--- src/rtl/spi_cmd_pkg.sv ---
package spi_cmd_pkg;
   localparam int REG_AW = 4;
   localparam logic [REG_AW-1:0] OFS_OPCODE = 4'h0;
   localparam logic [REG_AW-1:0] OFS_COUNTS = 4'h1;
   localparam logic [REG_AW-1:0] OFS_CTRL   = 4'h2;
   localparam logic [REG_AW-1:0] OFS_DATA   = 4'hC;
   localparam logic [REG_AW-1:0] OFS_PTR    = 4'hD;
   localparam int CTRL_GO_BIT   = 0;
   localparam int CTRL_PRST_BIT = 4;

   typedef enum logic [2:0] {
      SQ_IDLE,
      SQ_OPCODE,
      SQ_LOAD,
      SQ_SHIFT,
      SQ_END
   } seq_state_e;
endpackage

--- src/rtl/spi_cmd_ring.sv ---
module spi_cmd_ring #(
   parameter int DEPTH = 8,
   parameter int DW    = 8,
   localparam int PW   = $clog2(DEPTH)
) (
   input  logic          clk,
   input  logic          rst_n,
   input  logic          ptr_clr,
   input  logic          sw_wr,
   input  logic          sw_rd,
   input  logic [DW-1:0] sw_wdata,
   output logic [DW-1:0] sw_rdata,
   output logic [PW-1:0] sw_ptr,
   input  logic [PW-1:0] eng_idx,
   input  logic          eng_we,
   input  logic [DW-1:0] eng_wdata,
   output logic [DW-1:0] eng_rdata
);
   logic [DW-1:0] mem_q [DEPTH];
   logic [PW-1:0] ptr_q;

   always_ff @(posedge clk or negedge rst_n) begin
      if (!rst_n) begin
         ptr_q <= '0;
      end else if (ptr_clr) begin
         ptr_q <= '0;
      end else if (sw_wr || sw_rd) begin
         ptr_q <= ptr_q + 1'b1;
      end
   end

   always_ff @(posedge clk or negedge rst_n) begin
      if (!rst_n) begin
         for (int i = 0; i < DEPTH; i++) mem_q[i] <= '0;
      end else if (eng_we) begin
         mem_q[eng_idx] <= eng_wdata;
      end else if (sw_wr) begin
         mem_q[ptr_q] <= sw_wdata;
      end
   end

   assign sw_rdata  = mem_q[ptr_q];
   assign eng_rdata = mem_q[eng_idx];
   assign sw_ptr    = ptr_q;
endmodule

--- src/rtl/spi_cmd_shift.sv ---
module spi_cmd_shift #(
   parameter int DW       = 8,
   parameter int DIV_LOG2 = 1,
   localparam int BC_W    = $clog2(DW)
) (
   input  logic          clk,
   input  logic          rst_n,
   input  logic          start,
   input  logic [DW-1:0] tx_byte,
   input  logic          miso,
   output logic          sclk,
   output logic          mosi,
   output logic          done,
   output logic [DW-1:0] rx_byte
);
   logic            active_q;
   logic            sclk_q;
   logic            done_q;
   logic [DW-1:0]   sh_q;
   logic [DW-1:0]   rx_q;
   logic [BC_W-1:0] bit_q;
   logic            tick;

   generate
      if (DIV_LOG2 == 0) begin : g_nodiv
         assign tick = active_q;
      end else begin : g_div
         logic [DIV_LOG2-1:0] div_q;
         always_ff @(posedge clk or negedge rst_n) begin
            if (!rst_n)                div_q <= '0;
            else if (start || !active_q) div_q <= '0;
            else                       div_q <= div_q + 1'b1;
         end
         assign tick = active_q && (&div_q);
      end
   endgenerate

   always_ff @(posedge clk or negedge rst_n) begin
      if (!rst_n) begin
         active_q <= 1'b0;
         sclk_q   <= 1'b0;
         done_q   <= 1'b0;
         sh_q     <= '0;
         rx_q     <= '0;
         bit_q    <= '0;
      end else begin
         done_q <= 1'b0;
         if (start) begin
            active_q <= 1'b1;
            sh_q     <= tx_byte;
            bit_q    <= '0;
            sclk_q   <= 1'b0;
         end else if (tick) begin
            if (!sclk_q) begin
               sclk_q <= 1'b1;
               rx_q   <= {rx_q[DW-2:0], miso};
            end else begin
               sclk_q <= 1'b0;
               sh_q   <= {sh_q[DW-2:0], 1'b0};
               if (bit_q == BC_W'(DW - 1)) begin
                  active_q <= 1'b0;
                  done_q   <= 1'b1;
               end else begin
                  bit_q <= bit_q + 1'b1;
               end
            end
         end
      end
   end

   assign sclk    = sclk_q;
   assign mosi    = sh_q[DW-1];
   assign done    = done_q;
   assign rx_byte = rx_q;
endmodule

--- src/rtl/spi_cmd_seq.sv ---
module spi_cmd_seq
   import spi_cmd_pkg::*;
#(
   parameter int DEPTH = 8,
   parameter int DW    = 8,
   localparam int PW   = $clog2(DEPTH),
   localparam int CW   = $clog2(2 * DEPTH + 1)
) (
   input  logic          clk,
   input  logic          rst_n,
   input  logic          go,
   input  logic [DW-1:0] opcode,
   input  logic [3:0]    tx_cnt,
   input  logic [3:0]    rx_cnt,
   input  logic          sh_done,
   input  logic [DW-1:0] sh_rx,
   input  logic [DW-1:0] ring_rdata,
   output logic          sh_start,
   output logic [DW-1:0] sh_tx,
   output logic          cs_n,
   output logic [PW-1:0] ring_idx,
   output logic          ring_we,
   output logic [DW-1:0] ring_wdata,
   output logic          fin
);
   seq_state_e    state_q;
   logic [CW-1:0] remain_q;
   logic [PW-1:0] idx_q;
   logic          cs_n_q;

   function automatic logic [CW-1:0] clamp_cnt(input logic [3:0] c);
      if (int'(c) > DEPTH) return CW'(DEPTH);
      return CW'(c);
   endfunction

   always_ff @(posedge clk or negedge rst_n) begin
      if (!rst_n) begin
         state_q  <= SQ_IDLE;
         remain_q <= '0;
         idx_q    <= '0;
         cs_n_q   <= 1'b1;
      end else begin
         unique case (state_q)
            SQ_IDLE: if (go) begin
               cs_n_q   <= 1'b0;
               idx_q    <= '0;
               remain_q <= clamp_cnt(tx_cnt) + clamp_cnt(rx_cnt);
               state_q  <= SQ_OPCODE;
            end
            SQ_OPCODE: if (sh_done) begin
               state_q <= (remain_q == '0) ? SQ_END : SQ_LOAD;
            end
            SQ_LOAD: state_q <= SQ_SHIFT;
            SQ_SHIFT: if (sh_done) begin
               idx_q    <= idx_q + 1'b1;
               remain_q <= remain_q - 1'b1;
               state_q  <= (remain_q == CW'(1)) ? SQ_END : SQ_LOAD;
            end
            SQ_END: begin
               cs_n_q  <= 1'b1;
               state_q <= SQ_IDLE;
            end
            default: state_q <= SQ_IDLE;
         endcase
      end
   end

   assign sh_start   = (state_q == SQ_IDLE && go) || (state_q == SQ_LOAD);
   assign sh_tx      = (state_q == SQ_LOAD) ? ring_rdata : opcode;
   assign ring_idx   = idx_q;
   assign ring_we    = (state_q == SQ_SHIFT) && sh_done;
   assign ring_wdata = sh_rx;
   assign cs_n       = cs_n_q;
   assign fin        = (state_q == SQ_END);
endmodule

--- src/rtl/spi_cmd_engine.sv ---
module spi_cmd_engine
   import spi_cmd_pkg::*;
#(
   parameter int FIFO_DEPTH = 8,
   parameter int DIV_LOG2   = 1
) (
   input  logic       clk,
   input  logic       rst_n,
   input  logic [3:0] bus_addr,
   input  logic       bus_wr,
   input  logic       bus_rd,
   input  logic [7:0] bus_wdata,
   output logic [7:0] bus_rdata,
   output logic       spi_sclk,
   output logic       spi_cs_n,
   output logic       spi_mosi,
   input  logic       spi_miso
);
   localparam int DW = 8;
   localparam int PW = $clog2(FIFO_DEPTH);

   generate
      if (FIFO_DEPTH < 2 || FIFO_DEPTH > 16 || (FIFO_DEPTH & (FIFO_DEPTH - 1)) != 0) begin : g_bad_depth
         $error("FIFO_DEPTH must be a power of two between 2 and 16");
      end
      if (DIV_LOG2 < 0 || DIV_LOG2 > 8) begin : g_bad_div
         $error("DIV_LOG2 must lie in 0..8");
      end
   endgenerate

   logic [DW-1:0] opc_q;
   logic [DW-1:0] cnt_q;
   logic          exec_q;
   logic [DW-1:0] rdata_q;

   logic          go, fin, ptr_clr, sw_wr, sw_rd;
   logic [DW-1:0] sw_rdata, eng_rdata, ring_wdata, sh_tx, sh_rx;
   logic [PW-1:0] sw_ptr, ring_idx;
   logic [3:0]    ptr_ext;
   logic          ring_we, sh_start, sh_done;

   assign go      = bus_wr && bus_addr == OFS_CTRL && bus_wdata[CTRL_GO_BIT] && !exec_q;
   assign ptr_clr = bus_wr && bus_addr == OFS_CTRL && bus_wdata[CTRL_PRST_BIT];
   assign sw_wr   = bus_wr && bus_addr == OFS_DATA && !exec_q;
   assign sw_rd   = bus_rd && bus_addr == OFS_DATA;
   assign ptr_ext = 4'(sw_ptr);

   always_ff @(posedge clk or negedge rst_n) begin
      if (!rst_n) begin
         opc_q  <= '0;
         cnt_q  <= '0;
         exec_q <= 1'b0;
      end else begin
         if (bus_wr && !exec_q && bus_addr == OFS_OPCODE) opc_q <= bus_wdata;
         if (bus_wr && !exec_q && bus_addr == OFS_COUNTS) cnt_q <= bus_wdata;
         if (fin)     exec_q <= 1'b0;
         else if (go) exec_q <= 1'b1;
      end
   end

   always_ff @(posedge clk or negedge rst_n) begin
      if (!rst_n) begin
         rdata_q <= '0;
      end else if (bus_rd) begin
         unique case (bus_addr)
            OFS_OPCODE: rdata_q <= opc_q;
            OFS_COUNTS: rdata_q <= cnt_q;
            OFS_CTRL:   rdata_q <= {7'b0, exec_q};
            OFS_DATA:   rdata_q <= sw_rdata;
            OFS_PTR:    rdata_q <= {4'b0, ptr_ext};
            default:    rdata_q <= '0;
         endcase
      end
   end
   assign bus_rdata = rdata_q;

   spi_cmd_ring #(.DEPTH(FIFO_DEPTH), .DW(DW)) u_ring (
      .clk(clk), .rst_n(rst_n), .ptr_clr(ptr_clr), .sw_wr(sw_wr), .sw_rd(sw_rd),
      .sw_wdata(bus_wdata), .sw_rdata(sw_rdata), .sw_ptr(sw_ptr),
      .eng_idx(ring_idx), .eng_we(ring_we), .eng_wdata(ring_wdata), .eng_rdata(eng_rdata)
   );

   spi_cmd_seq #(.DEPTH(FIFO_DEPTH), .DW(DW)) u_seq (
      .clk(clk), .rst_n(rst_n), .go(go), .opcode(opc_q),
      .tx_cnt(cnt_q[3:0]), .rx_cnt(cnt_q[7:4]),
      .sh_done(sh_done), .sh_rx(sh_rx), .ring_rdata(eng_rdata),
      .sh_start(sh_start), .sh_tx(sh_tx), .cs_n(spi_cs_n),
      .ring_idx(ring_idx), .ring_we(ring_we), .ring_wdata(ring_wdata), .fin(fin)
   );

   spi_cmd_shift #(.DW(DW), .DIV_LOG2(DIV_LOG2)) u_shift (
      .clk(clk), .rst_n(rst_n), .start(sh_start), .tx_byte(sh_tx), .miso(spi_miso),
      .sclk(spi_sclk), .mosi(spi_mosi), .done(sh_done), .rx_byte(sh_rx)
   );
endmodule

--- config.mk ---
export PLATFORM = sky130hd
export DESIGN_NAME = spi_cmd_engine
export DESIGN_NICKNAME = d
export VERILOG_FILES = /design/src/rtl/spi_cmd_pkg.sv /design/src/rtl/spi_cmd_ring.sv /design/src/rtl/spi_cmd_shift.sv /design/src/rtl/spi_cmd_seq.sv /design/src/rtl/spi_cmd_engine.sv
export SDC_FILE = /design/constraint.sdc
export NUM_CORES = 1
export LEC_CHECK = 0
export ABC_CLOCK_PERIOD_IN_PS = 1800
export BUFFER_PORTS_ARGS = -buffer_cell sky130_fd_sc_hd__buf_4
export CAP_MARGIN = 10
export CORE_ASPECT_RATIO = 1.1
export CORE_UTILIZATION = 50
export CTS_CLUSTER_DIAMETER = 50
export DETAILED_ROUTE_END_ITERATION = 10
export GPL_TIMING_DRIVEN = 0
export PLACE_DENSITY = 0.66
export REMOVE_ABC_BUFFERS = 1
export SYNTH_ARGS = -nofsm -noshare
export SYNTH_HDL_FRONTEND = slang
export SYNTH_SLANG_ARGS = --single-unit
--- constraint.sdc ---
create_clock -name clk -period 1.8 [get_ports clk]
set_input_delay 0.09 -clock clk [delete_from_list [all_inputs] [get_ports clk]]
set_output_delay 0.09 -clock clk [all_outputs]
set_load 0.05 [all_outputs]
Word-level counts from Yosys, hierarchy flattened. Index checks and enable logic that the tools add are counted.

Add/subtract/negate cells: 6. Multipliers: 0. Divide/modulo/power cells: 0. $lt $le $gt $ge: 6. Equal/unequal tests: 14. Shift operators: 0. Muxes and demuxes: 67. Bitwise gates (word level): 4. Reductions and logical operators: 38.

Operators by type and width (count): $bwmux 64 (2); $mux 64 (2); $mux 8 (10); $mux 5 (10); $bmux 8 s3 (2); $demux 8 s3 (2); $pmux 8 s5 (1); $mux 3 (13); $mux 1 (21); $reduce_bool 2->1 (8); $logic_and 1x1->1 (15); $reduce_and 3->1 (5); $pmux 3 s4 (1); $pmux 5 s2 (1); $add 3x1->3 const B (3); $eq 4x4->1 const B (2); $ge 4x4->1 const B (2); $gt 4x4->1 const B (2); $lt 4x1->1 const B (2); $ne 2x1->1 const B (4); $not 3->4 (2); $eq 3x2->1 const B (2); $eq 3x3->1 const B (2); $pmux 3 s2 (1); 15 further kinds (20).

Register bits: 127. Bits in latches: 0. Memory bits (writable): 0. Memory bits (read-only): 0. Input port bits: 17. Output and inout bits: 11. Logic and storage cells: 159. Memories kept: 0.

Longest topological paths before layout.
Depth in word-level cells: 12. Depth in mapped cells: 8. Mapped depth without buffers: 8.

Modules after synthesis. Synthesis repeated with hierarchy kept, for this count alone.

Cell total of the unflattened synthesis: 820. Area total of the unflattened synthesis: 8225.4 um^2.

By module, submodules not included: spi_cmd_ring (instances 1, cells an instance 522, area each 4738.3 um^2); spi_cmd_engine (instances 1, cells an instance 113, area each 1316.3 um^2); spi_cmd_shift (instances 1, cells an instance 73, area each 1107.3 um^2); spi_cmd_seq (instances 1, cells an instance 112, area each 1063.5 um^2).

Worst setup path before layout. No wires, ideal clock.

Kind: register to register. Start: reg u_seq.idx_q[0] (netlist: u_seq.ring_idx[0]). End: reg u_ring.mem_q[40] (netlist name). Arrival: 1.752 ns. Data required time: 1.675 ns. Slack: -0.076 ns. Cell stages (with the launch flop): 7. Buffers on the path: 2. Cells stage by stage: dfrtp_1 > buf_2 > buf_4 > nor3b_2 > nand2_1 > o31ai_4 > mux2_2.

Word-level cells in the longest chain between the ends: 7. Elaborated cells between the ends (all ways): 8.

RTL lines: start, declared (RTL line spi_cmd_seq.sv:28) `logic [PW-1:0] idx_q;`; start signal, assigned (RTL line spi_cmd_seq.sv:55) `idx_q <= idx_q + 1'b1;`; $not 3->4 (implied by the code) (*) (RTL line spi_cmd_ring.sv:36) `mem_q[eng_idx] <= eng_wdata;`; $ge 4x4->1 (implied by the code) / $lt 4x1->1 (equally long branches) (RTL line spi_cmd_ring.sv:36); $logic_and 1x1->1 (implied by the code) (RTL line spi_cmd_ring.sv:36); $mux 8 (implied by the code) (RTL line spi_cmd_ring.sv:36); $demux 8 s3 (*) (RTL line spi_cmd_ring.sv:36); $bwmux 64 (*) (RTL line spi_cmd_ring.sv:36); $mux 64 (*) (RTL line spi_cmd_ring.sv:35) `end else if (eng_we) begin`; end signal, assigned by index (RTL line spi_cmd_ring.sv:36); end signal, assigned by index (RTL line spi_cmd_ring.sv:38) `mem_q[ptr_q] <= sw_wdata;`; end, declared (RTL line spi_cmd_ring.sv:19) `logic [DW-1:0] mem_q [DEPTH];`.

Mark *: on every way between the ends. The rest lies on a longest branch, timed or not. A chain may end at the register's enable or synchronous reset.

Worst setup path after layout.
Start: reg u_ring.ptr_q[0] (netlist: u_ring.sw_ptr[0]). End: reg rdata_q[6] (netlist: bus_rdata[6]).

Word-level cells in the longest chain between the ends: 5.

RTL lines: start, declared (RTL line spi_cmd_ring.sv:20) `logic [PW-1:0] ptr_q;`; start signal, assigned (RTL line spi_cmd_ring.sv:28) `ptr_q <= ptr_q + 1'b1;`; $not 3->4 (implied by the code) (RTL line spi_cmd_ring.sv:42) `assign sw_rdata = mem_q[ptr_q];`; $bmux 8 s3 (RTL line spi_cmd_ring.sv:42); $mux 8 (implied by the code) (2 in series) (RTL line spi_cmd_ring.sv:42); $pmux 8 s5 (RTL line spi_cmd_engine.sv:65) `unique case (bus_addr)`; end signal, assigned (RTL line spi_cmd_engine.sv:66) `OFS_OPCODE: rdata_q <= opc_q;`; end signal, assigned (RTL line spi_cmd_engine.sv:67) `OFS_COUNTS: rdata_q <= cnt_q;`; end signal, assigned (RTL line spi_cmd_engine.sv:68) `OFS_CTRL: rdata_q <= {7'b0, exec_q};`; end, declared (RTL line spi_cmd_engine.sv:34) `logic [DW-1:0] rdata_q;`.

No other way between the ends. The select of a mux whose other input is x is not followed.

==> impl_metrics.yaml <==
floorplan:
  io_pins: 28
  coreArea_um2: 15200
  die_w_um: 121
  dieArea_um2: 16200
  fp.dieH_um: 133
  rows: 47
  initial_core_util_pct: 51.7
global_routing:
  grt_pass1_vias: 7425
  grt_first_pass_wirelength_mm: 44.0
  track_usage_pct: 37.3
  grt_start_max_net_pins: 76
  overflow: 0
  antenna_found_initial: 0
sta:
  min_period_ns: 2.14
  slew_violations: 0
  finalCritPeriodShare_pct: 119
  fin_hold_ws_ns: 0.0238
  setup-violations-final: 88
  rsz0062_at_grt: "yes"
  slew_headroom_pct: 43.4
  clock.fmax_mhz: 467
  tightest_slew_ns: 0.841
  finClkSkew_ns: 0.0169
  hold_viol_final: 0
  setup_ws_ns: -0.339
run_status:
  status: "finished, violations left"
  failed_checks: "negative setup slack"
detailed_routing:
  drt_iter0_drc: 1195
  via_per_inst: 7.31
  vias: 7692
  drt-total-wl_mm: 31.9
  drc: 0
  wl_per_cell_um: 30.3
  firstDrtPassIters: 8
  drtAntennaViolNets: 0
clocking:
  cts_tree: "built"
  root_buffer: "clkbuf_16"
  clock_latency_ns: 0.45
  h-tree-depth: 4
  cts_buffers: 17
  cts_sinks: 127
  clk_pin_slew_ns: 0.06
  clk_path_buf_depth: 2
logic_synthesis:
  ys_seq_area_share_pct: 40.5
  yosys.cell_types.count: 79
  yosysWarnings: 0
  synth.cell_area_um2: 7840
  ys_top_cells_by_area: "dfrtp_1 (40%), mux2_2 (12%), a22o_1 (4.4%), mux2i_1 (3.8%), mux4_2 (3.4%)"
  ys_seq_elements: 127
  synth_ff_type: "dfrtp_1"
  synth_area_per_cell_um2: 11.1
  synthArstFlopShare_pct: 100
  syn-instance-count: 704
  synth.top_cell.area_share_pct: 40.2
  synth_edf_count: 0
  yosys.area.top_type: "dfrtp_1"
setup_path:
  start_kind: "flip-flop"
  critPathCaptureType: "flip-flop"
  reg2reg_slack_ns: -0.34
  cp_max_fo: 8
  cp.required_ns: 2.09
  worstSetupPathType: "flip-flop to flip-flop"
  cp_data_arrival_time_ns: 2.43
placement:
  io_buffers: 27
  dp_hpwl_mm: 15.4
  gp_congestion: 0.897
  place_area_um2: 8090
  pre_cts_ws_ns: -1.55
power:
  power_w: 0.0160
  p_per_area_nw_per_um2: 1450
  p_leak_nw: 4.82
  vdd_drop_max_v: 0.000827
cells_and_area:
  final_cell_area_um2: 11100
  layout_common_cells: "dfrtp_1 (114), buf_4 (100), mux2_4 (63)"
  diodes: 0
  drive_gt1_share_pct: 47.8
  fin_nets: 872
  syn2layout_area_growth_pct: 41.1
  final_common_cell: "dfrtp_1"
job:
  cap_violations: 0
hold_path:
  min_path_type: "input port to flip-flop"
-- worst max-delay path, stage by stage (launching register included) --
cell and delay, ns:
dfrtp_4 0.54, mux2_2 0.37, a221o_1 0.37, a222oi_1 0.57
o21ai_1 0.13
-- path summary, 6_finish.rpt --
| kind | endpoint | start | cells past startpoint |
|---|---|---|---|
| setup / recovery | bus_rdata[6] | u_ring.sw_ptr[0] | 4 |
| hold / removal | cnt_q[6] | bus_wdata[6] | 2 |
| setup reg to reg | bus_rdata[6] | u_ring.sw_ptr[0] | 4 |
| hold reg to reg | bus_rdata[7] | bus_rdata[7] | 2 |
| max in group asynchronous | u_seq.ring_idx[2] | rst_n | 3 |
| min in group asynchronous | u_ring.sw_ptr[0] | rst_n | 2 |
-- cell families after synthesis --
| kind of cell | count (synthesis) | share of synthesized area, % |
|---|---|---|
| simple gates | 175 | 13.3 |
| xor+xnor | 5 | 0.559 |
| fa+ha+maj | 12 | 2.01 |
| mux | 128 | 19.6 |
| flops | 127 | 40.5 |
| compound gates | 183 | 19.5 |
| buf+inv | 74 | 4.39 |
-- synth_stat cells (11+ instances only) --
master	instances
buf_1	18
dfrtp_1	126
mux2_2	86
ha_1	11
clkbuf_1	13
a21oi_1	18
nand2_1	39
inv_1	14
mux4_2	12
buf_2	20
a22o_1	39
o21ai_0	13
nor2_1	25
mux2i_1	30
a32o_1	24
nor3_1	11
nand3_1	11
-- per-stage QoR --
| stage | utilization [%] | std cells | setup TNS (ns) |
|---|---|---|---|
| 6_report | 72.9 | 1052 | -9.92 |
| 5_1_grt | 72.9 | 1052 | -11.32 |
| 4_1_cts | 68.8 | 1014 | -5.54 |
| 3_5_place_dp | 53.3 | 871 | -82.27 |
| 3_3_place_gp | 52.7 | 868 | -131.41 |
| 2_1_floorplan | - | 645 | -52.42 |
-- registers in the layout, indices dropped and copies added (netlist names) --
register and flops:
u_shift.sclk 1, u_ring.mem_q 64, cnt_q 8, u_shift.sh_q 8, u_shift.bit_q 3, u_shift.g_div.div_q 1
u_ring.sw_ptr 3, exec_q 1, bus_rdata 8, u_shift.rx_byte 8, u_seq.remain_q 5, u_seq.state_q 3
u_seq.cs_n 1, opc_q 8, u_seq.ring_idx 3, u_shift.active_q 1, u_shift.done 1
-- area by class of cell --
class,count,area (µm²)
multi-input cells,505,5030
fillers,912,4110
flip-flops and latches,127,3210
repair buffers,177,1850
clock buffers,23,498
well taps,196,245
clock inverters,9,178
inverters,15,58.8
-- power breakdown --
group | internal, W | total [W] | switching [W]
Combinational | 0.00367 | 0.00763 | 0.00396
Clock | 0.00264 | 0.00400 | 0.00135
Sequential | 0.00351 | 0.00442 | 0.000902
-- routing by layer --
metal / up-vias / share of wire [%] / track usage, %
met4: 0 / 8.6 / 25.7
li1: 3011 / - / -
met2: 673 / 45 / 57.9
met1: 3760 / 35 / 44.6
met5: - / 0 / 0
met3: 248 / 11 / 10.8
-- timing repair --
action / 4_1_cts / 5_1_grt
setup buffers: 102 / 42
gates cloned: 5 / 1
gates resized for setup: 159 / 100
hold endpoints to repair: 59 / 0
hold buffers: 4 / 0
endpoints found under the setup margin: 106 / 93
pin swaps: 28 / 46
Note: power is estimated with default switching activity, not from simulation.
